`src/rtl/imser_pkg.sv`:
```
package imser_pkg;

    localparam int WCODE_W = 3;

    // value equals log2 of the unit width in bits
    typedef enum logic [1:0] {
        UW_1 = 2'd0,
        UW_2 = 2'd1,
        UW_4 = 2'd2
    } unit_w_e;

    function automatic unit_w_e decode_width(input logic [WCODE_W-1:0] code);
        unit_w_e r;
        case (code)
            3'd2:    r = UW_2;
            3'd4:    r = UW_4;
            default: r = UW_1;
        endcase
        return r;
    endfunction

endpackage

```
`src/rtl/imser_addr.sv`:
```
module imser_addr
    import imser_pkg::*;
#(
    parameter int WORD_W = 32,
    parameter int BYTE_W = 8,
    parameter int STEP_W = $clog2(WORD_W),
    parameter int OFF_W  = $clog2(WORD_W)
) (
    input  logic [STEP_W-1:0] step_i,
    input  unit_w_e           uw_i,
    input  logic              order_i,
    output logic [OFF_W-1:0]  offset_o,
    output logic              last_o
);

    localparam int BYTE_LG = $clog2(BYTE_W);

    logic [OFF_W-1:0]   lin;
    logic [BYTE_LG-1:0] wmask;

    always_comb begin
        lin   = OFF_W'(step_i) << uw_i;
        wmask = BYTE_LG'((32'd1 << uw_i) - 32'd1);
        // mirror the unit slot inside its byte: slot ^ (BYTE_W - w)
        if (order_i) begin
            offset_o = {lin[OFF_W-1:BYTE_LG], lin[BYTE_LG-1:0] ^ ~wmask};
        end else begin
            offset_o = lin;
        end
        last_o = (step_i == STEP_W'((WORD_W >> uw_i) - 1));
    end

endmodule

```
`src/rtl/imser_extract.sv`:
```
module imser_extract
    import imser_pkg::*;
#(
    parameter int WORD_W   = 32,
    parameter int UNIT_MAX = 4,
    parameter int OFF_W    = $clog2(WORD_W)
) (
    input  logic [WORD_W-1:0]   data_i,
    input  logic [OFF_W-1:0]    offset_i,
    input  unit_w_e             uw_i,
    output logic [UNIT_MAX-1:0] unit_o
);

    for (genvar i = 0; i < UNIT_MAX; i++) begin : g_lane
        logic [OFF_W-1:0] idx;
        assign idx       = offset_i + OFF_W'(i);
        assign unit_o[i] = (i < (1 << uw_i)) ? data_i[idx] : 1'b0;
    end

endmodule

```
`src/rtl/imm_word_serializer.sv`:
```
module imm_word_serializer
    import imser_pkg::*;
#(
    parameter int WORD_W    = 32,
    parameter int BYTE_W    = 8,
    parameter int UNIT_MAX  = 4,
    parameter int MODE_W    = 17,
    parameter int ORDER_BIT = 16
) (
    input  logic                clk_i,
    input  logic                rst_ni,
    input  logic                load_i,
    input  logic [WORD_W-1:0]   data_i,
    input  logic [MODE_W-1:0]   mode_i,
    input  logic                tick_i,
    output logic [UNIT_MAX-1:0] ser_o,
    output logic                valid_o,
    output logic                busy_o,
    output logic                done_o
);

    localparam int STEP_W = $clog2(WORD_W);
    localparam int OFF_W  = $clog2(WORD_W);

    typedef struct packed {
        logic [WORD_W-1:0]   data;
        unit_w_e             uw;
        logic                order;
        logic [STEP_W-1:0]   step;
        logic                busy;
        logic [UNIT_MAX-1:0] ser;
        logic                valid;
        logic                last;
        logic                done;
    } state_t;

    state_t st_d, st_q;

    logic [OFF_W-1:0]    offset;
    logic                at_last;
    logic [UNIT_MAX-1:0] unit;

    imser_addr #(
        .WORD_W (WORD_W),
        .BYTE_W (BYTE_W),
        .STEP_W (STEP_W),
        .OFF_W  (OFF_W)
    ) u_addr (
        .step_i   (st_q.step),
        .uw_i     (st_q.uw),
        .order_i  (st_q.order),
        .offset_o (offset),
        .last_o   (at_last)
    );

    imser_extract #(
        .WORD_W   (WORD_W),
        .UNIT_MAX (UNIT_MAX),
        .OFF_W    (OFF_W)
    ) u_extract (
        .data_i   (st_q.data),
        .offset_i (offset),
        .uw_i     (st_q.uw),
        .unit_o   (unit)
    );

    always_comb begin
        st_d       = st_q;
        st_d.valid = 1'b0;
        st_d.last  = 1'b0;
        st_d.done  = st_q.valid && st_q.last;
        if (!st_q.busy) begin
            if (load_i) begin
                st_d.data  = data_i;
                st_d.uw    = decode_width(mode_i[WCODE_W-1:0]);
                st_d.order = mode_i[ORDER_BIT];
                st_d.step  = '0;
                st_d.busy  = 1'b1;
            end
        end else if (tick_i) begin
            st_d.ser   = unit;
            st_d.valid = 1'b1;
            st_d.last  = at_last;
            if (at_last) begin
                st_d.busy = 1'b0;
            end else begin
                st_d.step = st_q.step + 1'b1;
            end
        end
    end

    always_ff @(posedge clk_i or negedge rst_ni) begin
        if (!rst_ni) begin
            st_q <= '0;
        end else begin
            st_q <= st_d;
        end
    end

    assign ser_o   = st_q.ser;
    assign valid_o = st_q.valid;
    assign busy_o  = st_q.busy;
    assign done_o  = st_q.done;

endmodule

```
`config.mk`:
```
export PLATFORM = sky130hd
export DESIGN_NAME = imm_word_serializer
export DESIGN_NICKNAME = d
export VERILOG_FILES = /design/src/rtl/imser_pkg.sv /design/src/rtl/imser_addr.sv /design/src/rtl/imser_extract.sv /design/src/rtl/imm_word_serializer.sv
export SDC_FILE = /design/constraint.sdc
export NUM_CORES = 1
export LEC_CHECK = 0
export ABC_AREA = 1
export BUFFER_PORTS_ARGS = -buffer_cell sky130_fd_sc_hd__buf_2
export CAP_MARGIN = 25
export CORE_ASPECT_RATIO = 1.4
export CORE_UTILIZATION = 55
export DETAILED_ROUTE_END_ITERATION = 6
export HOLD_SLACK_MARGIN = 0.12
export PLACE_DENSITY_LB_ADDON = 0.25
export SYNTH_ARGS = -nofsm -noshare
export SYNTH_HDL_FRONTEND = slang
export SYNTH_HIERARCHICAL = 1
export SYNTH_SLANG_ARGS = --single-unit
```
`constraint.sdc`:
```
create_clock -name clk_i -period 4.4 [get_ports clk_i]
set_clock_uncertainty 0.05 [all_clocks]
set_input_delay 1.32 -clock clk_i [delete_from_list [all_inputs] [get_ports clk_i]]
set_output_delay 1.32 -clock clk_i [all_outputs]
set_load 0.005 [all_outputs]
```
== After elaboration in Yosys (flattened, before gate mapping) ==
Cells that the tools add are included.
Widths: inputs -> output; s select.
Storage, ports and cells
  register bits: 48
  input port bits: 53
  word-level logic and storage cells: 59
Operators by class
  $add $sub $neg: 6
  magnitude comparators: 8
  eq/ne operators: 5
  shift operators: 3
  muxes and demuxes: 20
  bitwise gates (word level): 3
  reductions and logical operators: 5
Operators with widths (number)
  $lt 3x32->1 const A: 2
  $lt 1x32->1 const A: 1
  $lt 2x32->1 const A: 1
  $shl 1x2->32 const A: 1
  $lt 5x6->1 const B: 4
  $bmux 1 s5: 4
  $mux 12: 1
  $mux 6: 2
  $add 5x1->5 const B: 2
  $add 5x2->5 const B: 2
  $mux 1: 9
  $shr 6x2->5 const A: 1
  $eq 5x5->1: 1
  $mux 5: 1
  $shl 5x2->5: 1
  $sub 5x2->5 const B: 1
  $ne 2x2->1 const B: 2
  $pmux 2 s2: 1
  $reduce_and 2->1: 2
  $eq 3x2->1 const B: 1
  $eq 3x3->1 const B: 1
  $mux 3: 1
  $not 3->3: 1
  $reduce_and 3->1: 1
  other kinds (6): 6

== Depth between registers and ports, before layout ==
Gate-level depths: netlist of run 1.
  depth in word-level cells: 11
  depth in mapped cells: 21
  mapped depth without buffers: 18

== Hierarchy ==
Netlist of run 1, hierarchy kept.
By module, submodules not included
  imm_word_serializer: times used 1, cells an instance 218, area each 1916.8 um^2
  imser_extract: times used 1, cells an instance 259, area each 1246.2 um^2
  imser_addr: times used 1, cells an instance 45, area each 232.7 um^2

== Worst setup path before layout of run 1 ==
OpenSTA, ideal clock, no wires.
  path type: register -> register
  start point: register st_q[14] (netlist name)
  end point: register st_q, in the netlist ser_o[1]
  arrival: 2.530 ns
  required time: 4.234 ns
  setup slack: 1.703 ns
  cell stages (with the launch flop): 20
  path buffers: 5
  period minus slack after synthesis: 2.697 ns
  cell sequence: dfrtp_1 -> buf_6 -> nand2_2 -> o21ai_2 -> and2_1 -> nor2_1 -> buf_2 -> inv_2 -> buf_4 -> ha_1 -> buf_4 -> inv_2 -> buf_4 -> nand3_1 -> nand3_1 -> nand3_1 -> a21oi_1 -> nor2_1 -> nand2_1 -> nand2_1
On the way
  longest elaborated chain between the ends: 9
RTL lines
  start: declaration: line imm_word_serializer.sv:37  | state_t st_d, st_q;
  start signal: assignment: line imm_word_serializer.sv:96  | st_q <= st_d;
  $shl 1x2->32: line imser_extract.sv:17  | assign unit_o[i] = (i < (1 << uw_i)) ? data_i[idx] : 1'b0;
  $sub 3x1->3: line imser_addr.sv:23  | wmask = BYTE_LG'((32'd1 << uw_i) - 32'd1);
  $not 3->3: line imser_addr.sv:26  | offset_o = {lin[OFF_W-1:BYTE_LG], lin[BYTE_LG-1:0] ^ ~wmask};
  $xor 3x3->3: line imser_addr.sv:26
  $mux 3 *: line imser_addr.sv:25  | if (order_i) begin
  via offset[1]: line imm_word_serializer.sv:39  | logic [OFF_W-1:0] offset;
  $add 5x1->5 *: line imser_extract.sv:16  | assign idx = offset_i + OFF_W'(i);
  $bmux 1 s5 *: line imser_extract.sv:17
  $mux 1 (not written as such) *: line imser_extract.sv:17
  $mux 1 *: line imser_extract.sv:17
  via unit[1]: line imm_word_serializer.sv:41  | logic [UNIT_MAX-1:0] unit;
Mark *: on every way through the listed nets, which the timed path passes. The rest lies on a longest branch. The select of a mux whose other input is x is not followed.
A chain may end at the register's enable or synchronous reset.

== Final worst setup path of run 1 ==
Same ends and word-level chain as after synthesis.

==> results of run 1 <==
[synth_stat cells, drive strengths merged]
cell type  count  area share (%)
nand2        248              28
nand3        116              17
dfrtp         48              35
inv           28             3.3
buf           27             6.2
nor2          22             2.9
xor2           8             2.1
o21ai          7             1.1
a21oi          5            0.74
ha             5             1.8
or2            2            0.37
xnor2          2            0.52
and2           1            0.18
nand3b         1            0.22
nand4          1            0.18
nor3           1            0.15
[cells in the final DEF (no fill, tap or decap), types with 2 or more instances in the layout]
master    count
clkbuf_8      5
a21oi_1       5
inv_1        22
o21ai_1       6
nor2_4        2
nand3_1     116
dfrtp_1      48
ha_1          5
inv_2         4
nor2_1       19
buf_4         4
nand2_2       3
buf_2        46
xnor2_1       2
xor2_1        8
nand2_1     245
[power groups by stage]
stage	clock (mW)	sequential [mW]	combinational [mW]
final	0.313	0.571	1.06
after global routing	0.342	0.582	1.19
after CTS	0.325	0.570	1.04
after detailed placement	0	0.579	1.04
after global placement	0	0.578	1.03
after floorplan	0	0.558	0.844
[cell families (layout without fill, tap and decap cells)]
group	after synthesis	count (layout)	share of synthesized area, %
simple gates	392	392	48.78
compound gates	12	12	1.879
flops	48	48	35.37
fa+ha+maj	5	5	1.842
buf+inv	55	87	9.543
xor+xnor	10	10	2.579
[metrics by stage]
step | setup slack [ns] | power (mW) | hold slack, ns | util, %
global route | 1.160 | 2.113 | 0.4130 | 62.20
finish | 1.432 | 1.949 | 0.4005 | 62.20
global placement | 1.597 | 1.604 | 0.3634 | 59.91
floorplan | 1.703 | 1.402 | 0.3586 | -
CTS | 1.492 | 1.939 | 0.4040 | 61.73
detailed placement | 1.541 | 1.616 | 0.3813 | 59.91
[routing by layer]
metal / track usage [%] / vias to the layer above / part of all wire [%]
met2: 51.06 / 81 / 52
met5: 0 / - / 0
met4: 10.42 / 0 / 2.0
met1: 32.76 / 1590 / 43
met3: 3.623 / 11 / 3.5
li1: - / 1719 / -
[final timing paths]
kind                                      start                    to  slack (ns)  cells after the start
min reg2reg                   st_q[1]$_DFF_PN0_      done_o$_DFF_PN0_        0.40                      2
min in group asynchronous                rst_ni  st_q[24]$_DFFE_PN0P_        0.96                      1
min                           st_q[1]$_DFF_PN0_      done_o$_DFF_PN0_        0.40                      2
max in group asynchronous                rst_ni  st_q[13]$_DFFE_PN0P_        2.81                      2
max reg2reg                st_q[14]$_DFFE_PN0P_  ser_o[1]$_DFFE_PN0P_        1.43                     13
max                        st_q[14]$_DFFE_PN0P_  ser_o[1]$_DFFE_PN0P_        1.43                     13
[flip-flops by register name, indices dropped and copies added (netlist names)]
register	count
busy_o	1
done_o	1
ser_o	4
st_q	41
valid_o	1
[worst min-delay path: stages, from the launching register on]
cell and delay [ns]:
dfrtp_1 0.34, nand2_1 0.05, inv_1 0.04
[layout make-up]
cell class | count | share of cell area [%]
clock inverter | 2 | 0.9540
multi-input combinational | 419 | 51.07
inverter | 28 | 3.066
timing repair buffer | 51 | 7.836
clock buffer | 6 | 1.976
tap | 70 | 2.385
sequential | 48 | 32.71
==> impl_metrics.tcl, run 1 <==
set metrics [dict create \
    cts-htree-levels 2 \
    hold_viol_final 0 \
    drv_cap 0 \
    yosys_warnings 6 \
    synth.distinct_cells 26 \
    ys_seq_area_share_pct 35.37 \
    critPathMostFrequentCell "nand3_1" \
    hp-class "flop to flop" \
    pwr-share-clk_pct 16.1 \
    routed_wl_mm 8.374 \
    rows 33 \
    cp_cell_sequence "o21ai_2 > and2_1 > nor2_1 > inv_2 > ha_1 > inv_2 > nand3_1 > nand3_1 > nand3_1 > a21oi_1 > nor2_1 > nand2_1 > nand2_1" \
    status "complete, no violations" \
    seqCellArea_mm2 0.001201 \
    clk_path_buf_depth 2 \
    dr.pass1.iters 5 \
    tns_ns 0 \
    comb_power_share_pct 54.6 \
    multiInputGateArea_mm2 0.001876 \
    cp_slowest_cell "dfrtp_1" \
    grt_pass1_wl_mm 13.84 \
    cp.arrival_ns 3.11 \
    cts-hold-fix-buffers 0 \
    fillers 588 \
    slew_violations 0 \
    cts_tree "yes" \
    maxSlewHeadroom_pct 59.06 \
    die_x_um 68.41 \
    crit_fanout 19 \
    clkTransAtPathRegs_ns 0.09 \
    synth_area_mm2 0.003396 \
    critPathBufInv 2 \
    worstSetupPathType "flop to flop" \
    cp_top_family "simple AND/OR/NAND/NOR gates" \
    start_util_pct 57.51 \
    worst_slew_pin_slew_ns 0.6132 \
    vias 3401 \
    place.gp.congestion 0.9449 \
    period_share_pct 67.45 \
    io-pin-count 60 \
    drc 0 \
    fmax_mhz 337.0 \
    antenna_found_initial 0 \
    cts_buffers 5 \
    internal-power_mw 1.040 \
    cts_num_sinks 48 \
    final_area_mm2 0.003672 \
    rsz0062_at_grt "false" \
    diodes 0 \
    place_inst 615 \
    cp-end-kind "flop" \
    nets 611 \
    die-area_mm2 0.006497 \
    ctsResizeCount 0 \
    cp-start-kind "flop" \
    ant_nets 0 \
    drt_iter0_drc 208 \
    dieHeight_um 94.97 \
    setup_violations 0 \
    synth_fp_nets 580 \
    grt_start_max_net_pins 49 \
    fin_cells 624 \
    avgViaCountPerCell 5.450 \
    coreArea_mm2 0.005904 \
    cts_setup_buffers 0 \
    ys_seq_elements 48 \
    drive_above_1_share_pct 13.18 \
    peakVddDrop_uv 278.9 \
    cts-root-buf "clkbuf_8" \
    power.density_mw_per_mm2 530.6 \
    syn_to_final_growth_pct 8.143 \
    clkLatencyLatePin_ns 0.30 \
    power_switching_mw 0.9087 \
    post_dp_cell_area_mm2 0.003537 \
    seq_power_share_pct 29.3 \
    synthCells 522 \
    swShare_pct 46.64 \
    dp_hpwl_mm 5.960 \
    grt-ovfl-total 0 \
    fin_crit_ns 2.968 \
    grtUsageTotal_pct 28.27 \
    wl_per_cell_um 13.42 \
    slowest_delay_ns 0.67 \
    avgSynthCellArea_um2 6.505 \
    required_ns 4.54 \
    grt_pass1_vias 3183 \
    port_buffers 46 \
    p_leak_nw 2.013 \
]
(Power assumes the default switching activity.)
==> inputs of run 2 (changes only) <==
CORE_UTILIZATION = 51   (was 55)
clock period = 2.5 ns   (was 4.4 ns; I/O delays follow)
==> impl_metrics.tcl, run 2 (same netlist as run 1, synthesis figures left out) <==
set metrics [dict create \
    fin_ws_ns 0.1682 \
    final_util_pct 62.12 \
    power_switching_mw 1.669 \
    avgViaCountPerCell 5.317 \
    required_ns 2.69 \
    grt_pass1_wl_mm 14.61 \
    period_share_pct 93.27 \
    port_buffers 46 \
    hp-class "input port to asynchronous set/reset pin" \
    grtUsageTotal_pct 26.11 \
    antenna_found_initial 0 \
    coreArea_mm2 0.006339 \
    dr.pass1.iters 7 \
    seq_power_share_pct 26.4 \
    dieHeight_um 98.55 \
    worstSetupPathType "flop to flop" \
    cts-hold-fix-buffers 0 \
    clkLatencyLatePin_ns 0.30 \
    cp_slowest_cell "dfrtp_2" \
    pwr-share-clk_pct 14.9 \
    drc 0 \
    reg2reg_slack_ns 0.17 \
    setup_violations 0 \
    cp_cell_sequence "xnor2_2 > nor3_2 > buf_4 > buf_12 > inv_6 > ha_4 > buf_12 > inv_8 > nand3_1 > nand3_1 > nand3_1 > nand2_1 > nand2_1 > nand2_1 > nor2_1 > nand2_1 > nand2_1" \
    syn_to_final_growth_pct 15.95 \
    drt_iter0_drc 234 \
    swShare_pct 44.59 \
    cts_buffers 5 \
    slew_violations 0 \
    grt_start_max_net_pins 39 \
    drive_above_1_share_pct 19.20 \
    top_register "st_q" \
    maxSlewHeadroom_pct 59.03 \
    final_area_mm2 0.003938 \
    crit_fanout 17 \
    dp_slack_ns 0.09309 \
    comb_power_share_pct 58.7 \
    dp_hpwl_mm 6.411 \
    critPathMostFrequentCell "nand2_1" \
    grt_pass1_vias 3438 \
    fmax_mhz 428.9 \
    cts-root-buf "clkbuf_8" \
    cp-end-kind "flop" \
    final_common_cell "nand2_1" \
    power.density_mw_per_mm2 950.3 \
    place.gp.congestion 1.010 \
    start_util_pct 53.57 \
    worst_slew_pin_slew_ns 0.6136 \
    routed_wl_mm 8.449 \
    cts_num_sinks 48 \
    p_leak_nw 2.142 \
    critPathBufInv 5 \
    post_dp_cell_area_mm2 0.003717 \
    clkTransAtPathRegs_ns 0.09 \
    ant_nets 0 \
    slowest_delay_ns 0.46 \
    rows 34 \
    nets 635 \
    wl_per_cell_um 13.00 \
    cp-start-kind "flop" \
    hold_viol_final 0 \
    clk_path_buf_depth 2 \
    cts_tree "yes" \
    final_cell_mix "nand2_1, nand3_1, dfrtp_1, buf_2, buf_4" \
    internal-power_mw 2.073 \
    fin_crit_ns 2.332 \
    die-area_mm2 0.006994 \
    peakVddDrop_uv 546.7 \
    cp.arrival_ns 2.52 \
    drv_cap 0 \
    status "complete, no violations" \
    cp_top_family "simple AND/OR/NAND/NOR gates" \
    io-pin-count 60 \
    tns_ns 0 \
    grt-ovfl-total 0 \
    largest_reg_flops 41 \
    die_x_um 70.97 \
    vias 3456 \
    cts-htree-levels 2 \
    diodes 0 \
]
## run 2: changes by cell type in the layout (fill, tap and decap cells not counted), sizes merged
cell  change
buf      +24
## run 2: layout make-up
| type | instances | area [um^2] |
|---|---|---|
| clock buffers | 6 | 72.57 |
| clock inverters | 2 | 35.03 |
| fillers | 596 | 2401 |
| inverters | 28 | 122.6 |
| multi-input cells | 419 | 1937 |
| flip-flops and latches | 48 | 1204 |
| well taps | 72 | 90.09 |
| repair buffers | 75 | 476.7 |
## run 2: timing repair
action                                  in CTS  in global routing
resized for setup                            0                 18
endpoints found under the setup margin       0                  3
buffers inserted                             0                  4
## run 2: final timing paths
check,end,depth (start not counted),from
worst max-delay path,ser_o[1]$_DFFE_PN0P_,17,st_q[13]$_DFFE_PN0P_
worst min-delay path,st_q[41]$_DFFE_PN0P_,1,rst_ni
worst max register to register,ser_o[1]$_DFFE_PN0P_,17,st_q[13]$_DFFE_PN0P_
worst min register to register,done_o$_DFF_PN0_,2,st_q[1]$_DFF_PN0_
max in group asynchronous,st_q[13]$_DFFE_PN0P_,2,rst_ni
min in group clk_i,done_o$_DFF_PN0_,2,st_q[1]$_DFF_PN0_
## run 2: stage by stage
step / hold WS, ns / std cells / power, mW
after floorplan: 0.3586 / 522 / 2.526
final: 0.3786 / 650 / 3.742
after CTS: 0.3814 / 646 / 3.630
after global placement: 0.3639 / 638 / 3.023
after detailed placement: 0.3655 / 638 / 3.052
after global routing: 0.4105 / 650 / 4.066
## run 2: power by group through the flow
stage / logic, mW / registers (mW) / clock network (mW)
floorplan: 1.54 / 0.983 / 0
global placement: 2.02 / 1.00 / 0
detailed placement: 2.05 / 1.00 / 0
CTS: 2.07 / 0.987 / 0.576
global route: 2.46 / 1.01 / 0.601
finish: 2.20 / 0.989 / 0.558
## run 2: per-layer routing
metal / routed length (um) / up-vias / global-route usage [%]
met3: 334 / 19 / 3.067
met5: 0 / - / 0
met2: 4451 / 78 / 47.93
met1: 3473 / 1592 / 30.05
met4: 190 / 0 / 11.54
li1: - / 1767 / -
==> inputs of run 3 (changes only) <==
CORE_UTILIZATION = 53   (was 51)
CTS_BUF_LIST = sky130_fd_sc_hd__clkbuf_8   (was unset)
==> impl_metrics.tcl, run 3 (same netlist as run 1, synthesis figures left out) <==
set metrics [dict create \
    die-area_mm2 0.006736 \
    cts-htree-levels 2 \
    drive_above_1_share_pct 18.83 \
    vias 3459 \
    place.gp.congestion 0.9782 \
    hold_viol_final 0 \
    syn_to_final_growth_pct 16.06 \
    drt_iter0_drc 203 \
    peakVddDrop_uv 569.5 \
    die_x_um 69.65 \
    power.density_mw_per_mm2 955.4 \
    crit_fanout 11 \
    period_share_pct 92.09 \
    io-pin-count 60 \
    port_buffers 46 \
    nets 636 \
    cp-end-kind "flop" \
    maxSlewHeadroom_pct 57.30 \
    dp_hpwl_mm 6.468 \
    drc 0 \
    cts-hold-fix-buffers 0 \
    largest_reg_flops 41 \
    grt_pass1_vias 3240 \
    fmax_mhz 434.3 \
    routed_wl_mm 8.570 \
    coreArea_mm2 0.006211 \
    cts_num_sinks 48 \
    start_util_pct 54.67 \
    p_leak_nw 2.145 \
    top_register "st_q" \
    drv_cap 0 \
    rows 34 \
    ant_nets 0 \
    required_ns 2.69 \
    cp-start-kind "flop" \
    place_inst 640 \
    wl_per_cell_um 13.16 \
    avgViaCountPerCell 5.313 \
    cts-root-buf "clkbuf_8" \
    status "complete, no violations" \
    hp-class "input port to asynchronous set/reset pin" \
    clkLatencyLatePin_ns 0.30 \
    dr.pass1.iters 5 \
    setup_violations 0 \
    final_util_pct 63.46 \
    antenna_found_initial 0 \
    slew_violations 0 \
    cp.arrival_ns 2.50 \
    worstSetupPathType "flop to flop" \
    final_common_cell "nand2_1" \
    fin_cells 651 \
    clk_path_buf_depth 2 \
    final_cell_mix "nand2_1, nand3_1, buf_2, dfrtp_1, buf_4" \
    cts_buffers 5 \
    fin_crit_ns 2.302 \
    diodes 0 \
    grt-ovfl-total 0 \
    grt_start_max_net_pins 39 \
    grtUsageTotal_pct 26.61 \
    grt_pass1_wl_mm 14.61 \
    cts_tree "yes" \
    clkTransAtPathRegs_ns 0.09 \
    reg2reg_slack_ns 0.20 \
    dieHeight_um 96.71 \
    worst_slew_pin_slew_ns 0.6405 \
]
run 3: power breakdown:
part | internal [mW] | switching (mW) | total (mW)
registers | 0.886 | 0.105 | 0.991
logic | 0.864 | 1.29 | 2.16
clock network | 0.353 | 0.264 | 0.617
run 3: layout make-up:
| class | count | area [um^2] |
|---|---|---|
| fillers | 586 | 2270 |
| multi-input cells | 419 | 1919 |
| flip-flops and latches | 48 | 1205 |
| repair buffers | 76 | 483.0 |
| inverters | 28 | 117.6 |
| clock buffers | 7 | 96.34 |
| well taps | 72 | 90.09 |
| clock inverters | 1 | 30.03 |
run 3: worst paths after layout:
path,start,end,cells after the start
min reg2reg,st_q[1]$_DFF_PN0_,done_o$_DFF_PN0_,2
max in group asynchronous,rst_ni,ser_o[2]$_DFFE_PN0P_,2
min in group clk_i,st_q[1]$_DFF_PN0_,done_o$_DFF_PN0_,2
max reg2reg,st_q[14]$_DFFE_PN0P_,ser_o[1]$_DFFE_PN0P_,17
max,st_q[14]$_DFFE_PN0P_,ser_o[1]$_DFFE_PN0P_,17
min,rst_ni,st_q[42]$_DFFE_PN0P_,1
run 3: per-layer routing:
metal | up-vias | GRT usage (%) | share of wire [%]
met1 | 1604 | 31.61 | 42
met3 | 8 | 3.542 | 3.5
met4 | 0 | 8.769 | 1.2
met5 | - | 0 | 0
met2 | 72 | 48.77 | 53
li1 | 1775 | - | -
run 3: per-stage QoR:
step | area, um^2 | hold WS (ns) | total power [mW] | TNS [ns] | setup slack (ns)
floorplan | 3423 | 0.3586 | 2.526 | 0 | 0.004031
global placement | 3732 | 0.3621 | 3.020 | 0 | 0.04270
global route | 3941 | 0.4271 | 4.076 | -0.009449 | -0.009449
finish | 3941 | 0.3927 | 3.765 | 0 | 0.1977
detailed placement | 3732 | 0.3810 | 3.043 | 0 | 0.005442
CTS | 3859 | 0.4026 | 3.672 | 0 | 0.001806
run 3: repair_timing:
| action | in CTS | in global routing |
|---|---|---|
| buffers inserted | 0 | 3 |
| setup endpoints to repair | 0 | 3 |
| resized for setup | 0 | 16 |
run 3: worst max-delay path, cell delays in order, from the launching register on:
cell and delay [ns]:
dfrtp_2 0.45, o21ai_2 0.18, and2_1 0.19, nor2_4 0.06, buf_6 0.15, ha_1 0.19
inv_1 0.08, nand2_1 0.05, nand2_1 0.12, buf_4 0.14, nand3_1 0.07, nand3_1 0.09
nand2_1 0.08, nand2_1 0.06, nand2_1 0.04, nor2_1 0.12, nand2_1 0.07, nand2_1 0.07
